### src/rtl/coal_pkg.sv
package coal_pkg;
    typedef enum logic {ST_IDLE, ST_ISSUE} coal_state_e;

    localparam logic [1:0] SZ_32  = 2'd0;
    localparam logic [1:0] SZ_64  = 2'd1;
    localparam logic [1:0] SZ_128 = 2'd2;

    function automatic logic [1:0] seg_code_of(input logic [1:0] elem_code);
        case (elem_code)
            2'd0:    return SZ_32;
            2'd1:    return SZ_64;
            default: return SZ_128;
        endcase
    endfunction
endpackage

### src/rtl/coal_leader.sv
module coal_leader #(
    parameter int N_THR = 16,
    localparam int IDX_W = $clog2(N_THR)
) (
    input  logic [N_THR-1:0] pending,
    output logic [IDX_W-1:0] lead_idx
);
    always_comb begin
        lead_idx = '0;
        for (int i = N_THR - 1; i >= 0; i--) begin
            if (pending[i]) lead_idx = IDX_W'(i);
        end
    end
endmodule

### src/rtl/coal_segment.sv
module coal_segment #(
    parameter int N_THR  = 16,
    parameter int ADDR_W = 32
) (
    input  logic [N_THR-1:0]        pending,
    input  logic [N_THR*ADDR_W-1:0] addrs,
    input  logic [ADDR_W-1:0]       lead_addr,
    input  logic [1:0]              seg_code,
    output logic [N_THR-1:0]        hit_mask,
    output logic [3:0]              quarters
);
    logic [ADDR_W-1:0] seg_keep;
    logic [3:0]        q_hot [N_THR];

    assign seg_keep = ~((ADDR_W'(32) << seg_code) - ADDR_W'(1));

    for (genvar g = 0; g < N_THR; g++) begin : g_lane
        logic [ADDR_W-1:0] a;
        assign a           = addrs[g*ADDR_W +: ADDR_W];
        assign hit_mask[g] = pending[g] && ((a & seg_keep) == (lead_addr & seg_keep));
        assign q_hot[g]    = hit_mask[g] ? (4'b0001 << a[6:5]) : 4'b0000;
    end

    always_comb begin
        quarters = 4'b0000;
        for (int i = 0; i < N_THR; i++) quarters = quarters | q_hot[i];
    end
endmodule

### src/rtl/coal_shrink.sv
module coal_shrink #(
    parameter int ADDR_W = 32
) (
    input  logic [ADDR_W-1:0] lead_addr,
    input  logic [1:0]        seg_code,
    input  logic [3:0]        quarters,
    output logic [ADDR_W-1:0] base,
    output logic [1:0]        size
);
    import coal_pkg::*;

    logic       half;
    logic [1:0] quad;
    logic [1:0] in_half;

    always_comb begin
        size = seg_code;
        half = lead_addr[6];
        quad = lead_addr[6:5];
        if (seg_code == SZ_128) begin
            if (quarters[3:2] == 2'b00) begin
                size = SZ_64;
                half = 1'b0;
            end else if (quarters[1:0] == 2'b00) begin
                size = SZ_64;
                half = 1'b1;
            end
        end
        in_half = half ? quarters[3:2] : quarters[1:0];
        if (size == SZ_64) begin
            if (in_half == 2'b01) begin
                size = SZ_32;
                quad = {half, 1'b0};
            end else if (in_half == 2'b10) begin
                size = SZ_32;
                quad = {half, 1'b1};
            end
        end
        base = lead_addr & ~ADDR_W'(127);
        if (size == SZ_64)      base[6]   = half;
        else if (size == SZ_32) base[6:5] = quad;
    end
endmodule

### src/rtl/gmem_coalescer.sv
module gmem_coalescer #(
    parameter int N_THR  = 16,
    parameter int ADDR_W = 32
) (
    input  logic                    clk,
    input  logic                    rst_n,
    input  logic                    start,
    input  logic [N_THR-1:0]        thr_active,
    input  logic [N_THR*ADDR_W-1:0] thr_addr,
    input  logic [2*N_THR-1:0]      thr_size,
    output logic                    busy,
    output logic                    txn_valid,
    input  logic                    txn_ready,
    output logic [ADDR_W-1:0]       txn_base,
    output logic [1:0]              txn_size,
    output logic [N_THR-1:0]        txn_mask,
    output logic                    done
);
    import coal_pkg::*;

    localparam int IDX_W = $clog2(N_THR);

    typedef struct packed {
        coal_state_e             state;
        logic [N_THR-1:0]        pending;
        logic [N_THR*ADDR_W-1:0] addrs;
        logic [2*N_THR-1:0]      sizes;
        logic                    done;
    } coal_reg_t;

    coal_reg_t          st_d, st_q;
    logic [IDX_W-1:0]   lead_idx;
    logic [ADDR_W-1:0]  lead_addr;
    logic [1:0]         seg_code;
    logic [N_THR-1:0]   hit_mask;
    logic [3:0]         quarters;
    logic [N_THR-1:0]   left_over;

    coal_leader #(.N_THR(N_THR)) u_leader (
        .pending  (st_q.pending),
        .lead_idx (lead_idx)
    );

    assign lead_addr = st_q.addrs[lead_idx*ADDR_W +: ADDR_W];
    assign seg_code  = seg_code_of(st_q.sizes[lead_idx*2 +: 2]);

    coal_segment #(.N_THR(N_THR), .ADDR_W(ADDR_W)) u_segment (
        .pending   (st_q.pending),
        .addrs     (st_q.addrs),
        .lead_addr (lead_addr),
        .seg_code  (seg_code),
        .hit_mask  (hit_mask),
        .quarters  (quarters)
    );

    coal_shrink #(.ADDR_W(ADDR_W)) u_shrink (
        .lead_addr (lead_addr),
        .seg_code  (seg_code),
        .quarters  (quarters),
        .base      (txn_base),
        .size      (txn_size)
    );

    assign left_over = st_q.pending & ~hit_mask;

    always_comb begin
        st_d      = st_q;
        st_d.done = 1'b0;
        case (st_q.state)
            ST_IDLE: begin
                if (start) begin
                    st_d.addrs   = thr_addr;
                    st_d.sizes   = thr_size;
                    st_d.pending = thr_active;
                    if (thr_active == '0) st_d.done  = 1'b1;
                    else                  st_d.state = ST_ISSUE;
                end
            end
            default: begin
                if (txn_ready) begin
                    st_d.pending = left_over;
                    if (left_over == '0) begin
                        st_d.state = ST_IDLE;
                        st_d.done  = 1'b1;
                    end
                end
            end
        endcase
    end

    always_ff @(posedge clk or negedge rst_n) begin
        if (!rst_n) begin
            st_q <= '{state: ST_IDLE, pending: '0, addrs: '0, sizes: '0, done: 1'b0};
        end else begin
            st_q <= st_d;
        end
    end

    assign txn_valid = (st_q.state == ST_ISSUE);
    assign txn_mask  = hit_mask;
    assign busy      = (st_q.state != ST_IDLE);
    assign done      = st_q.done;
endmodule

### config.mk
export PLATFORM = sky130hd
export DESIGN_NAME = gmem_coalescer
export DESIGN_NICKNAME = d
export VERILOG_FILES = /design/src/rtl/coal_pkg.sv /design/src/rtl/coal_leader.sv /design/src/rtl/coal_segment.sv /design/src/rtl/coal_shrink.sv /design/src/rtl/gmem_coalescer.sv
export SDC_FILE = /design/constraint.sdc
export NUM_CORES = 2
export LEC_CHECK = 0
export BUFFER_PORTS_ARGS = -buffer_cell sky130_fd_sc_hd__buf_2
export CAP_MARGIN = 20
export CORE_ASPECT_RATIO = 1.4
export CORE_MARGIN = 1.5
export CORE_UTILIZATION = 40
export DETAILED_ROUTE_END_ITERATION = 6
export GPL_TIMING_DRIVEN = 0
export HOLD_SLACK_MARGIN = 0.12
export PLACE_DENSITY = 0.67
export SKIP_CTS_REPAIR_TIMING = 1
export SKIP_LAST_GASP = 1
export SLEW_MARGIN = 15
export SYNTH_ARGS = -nofsm -noshare
export SYNTH_HDL_FRONTEND = slang
export SYNTH_HIERARCHICAL = 1
export SYNTH_SLANG_ARGS = --single-unit
### constraint.sdc
create_clock -name clk -period 6.8 [get_ports clk]
set_input_delay 1.02 -clock clk [delete_from_list [all_inputs] [get_ports clk]]
set_output_delay 1.02 -clock clk [all_outputs]
set_load 0.01 [all_outputs]
==> summary.txt <==
Run status
  • Outcome: finished with violations
  • Failing checks: setup timing

Synth
  • Post-Syn Area per Cell: about 9 sq um
  • Post-Syn Area: ~0.029 sq mm
  • Mapped Cells: approximately 3200
  • Syn. warnings: 6

Finish
  • Layout Area Growth over Synthesis: 26.7%
  • Finished Cell Area: 0.0362 sq mm
  • NumNets Final: about 4400
  • Layout filler cell count: just under 7000
  • Fin cells: a little under 5000
  • Register area: 0.0121 sq mm
  • Most frequent cells in the layout: nand2_1, buf_2, dfrtp_1, xor2_1, mux4_2
  • Commonest non-fill, non-tap cell in the layout: nand2_1
  • Fraction of layout cells with a size suffix above 1: 28.6%
  • Area taken by multi-input logic gates: around 0.016 sq mm

Timing
  • Final WS setup: -791 ps
  • Slew @ Worst Pin: around 1200 ps
  • Fin crit share: 112%
  • Setup TNS: -3500 ps
  • Fmax: ~130 MHz
  • Min Hold Slack: around 280 ps
  • Final hold viol count: 0
  • Final Setup Violations: 8
  • Slew Viols, Final: 0
  • Slew headroom: a little under a quarter
  • Skew final: approximately 15 ps
  • RSZ-0062 raised after global routing: yes
  • Min cycle time layout: 7590 ps

Placement
  • Placed cell area: between 0.03 and 0.04 sq mm
  • Routability cong.: ~1.1
  • Buffers on Ports: 531
  • Post-Place Cells: 4644
  • Post-DP HPWL: 113000 um

Global route
  • Antenna violations before repair: 16
  • Global-route usage over all layers: a little under two fifths
  • First-pass GRT wire length: ~200000 um
  • Vias in the first global route: around 27000
  • Grt total ovfl: 0
  • Largest net degree at the start of global routing: ~110

Drt
  • ANT nets after route: 0
  • # DRC: 0
  • Number of DRC markers in iteration 0: between 2000 and 3000
  • Vias after detailed routing: 27300
  • Iteration count of the initial detailed-routing pass: 6
  • WL final: 143000 um
  • DR WL/cell: between 20 and 30 um
  • Vias per inst: 5.69

Setup path
  • Slowest CP cell: a2111oi_2
  • Worst Setup Path Type: reg -> out
  • Critical Path RT: 5780 ps
  • Max Fanout on Critical Path: 10
  • CP most frequent cell: buf_4
  • Worst setup startpoint: st_q[558]
  • CP Capture Type: output pin
  • R2r startpoint: st_q[558]
  • Crit-path max cell delay: 540 ps
  • Crit path DAT: ~6600 ps
  • Crit-path cells: nor3_1 > o31ai_1 > a31oi_2 > clkbuf_4 > clkbuf_1 > mux4_2 > mux4_2 > buf_2 > buf_6 > xor2_1 > nor4_2 > nand4_1 > buf_4 > nor4b_2 > a2111oi_2 > nand4_1 > buf_4 > buf_4 > xnor2_1 > o22ai_1 > buf_2
  • CP Launch Type: flip-flop

Clock tree
  • CTS clk-pin slew, worst paths: about 60 ps
  • Clk buf depth: 3
  • Worst skew pair latency: a little over 600 ps
  • Clock Tree Root: clkbuf_16
  • Sink Count: slightly below 500
  • CTS Buf Count: 49
  • H-tree levels: 2
  • CTS tree: yes

Die
  • Die width: ~230 um
  • Die footprint: 0.0730 sq mm
  • Initial Util: between 40% and 50%
  • Boundary Pins: 617
  • Num rows: ~120
  • Core area: approximately 0.07 sq mm
  • Chip height: 319 um

Flow run
  • Max Cap Viol: 0

Hold path
  • Worst min-delay path class: in -> async
## routing by layer
layer	track usage [%]	share of wire (%)	wire length, um	up-vias
met2	61.5	46	65200	1727
li1	-	-	-	11700
met5	0	0.092	132	-
met1	43.9	35	50700	13300
met4	29.8	9.5	13500	24
met3	9.25	9.3	13300	569
## layout make-up
| type | instances | area share (%) |
|---|---|---|
| clock buffers | 68 | 3.86 |
| multi-input cells | 2407 | 44.5 |
| inverters | 26 | 0.291 |
| well taps | 936 | 3.24 |
| plain buffers | 250 | 4.16 |
| repair buffers | 616 | 9.76 |
| clock inverters | 19 | 0.778 |
| flip-flops and latches | 482 | 33.4 |
| diodes | 2 | 0.0138 |
## flip-flops by register name, summed over array words and instances, names as in the netlist
| signal | count |
|---|---|
| done | 1 |
| busy | 1 |
| st_q | 480 |
## worst max-delay path: cells and delay by family (launching register included)
kind            cells  cell delay [ps]
simple gates        5              770
compound gates      4             1170
xor+xnor            2              340
flops               1              500
buf+inv             8             2130
mux                 2              990
## through the flow
step                setup slack, ps  util, %
floorplan                       108        -
global placement              -5160     46.0
detailed placement            -3660     46.3
CTS                           -4340     48.7
global route                   -868     51.4
finish                         -791     51.4
## path summary, 6_finish.rpt
check                               to  slack, ps  depth (start not counted)
min reg2reg                   st_q[16]        470                          2
min                          st_q[280]        280                          1
max in group asynchronous    st_q[547]       4790                          4
min in group clk              st_q[16]        470                          2
max reg2reg                       busy        610                         18
max                        txn_base[5]       -790                         21
Power is not shown: default switching activity piles up to over one toggle a cycle in this logic, so the estimate is an artifact.
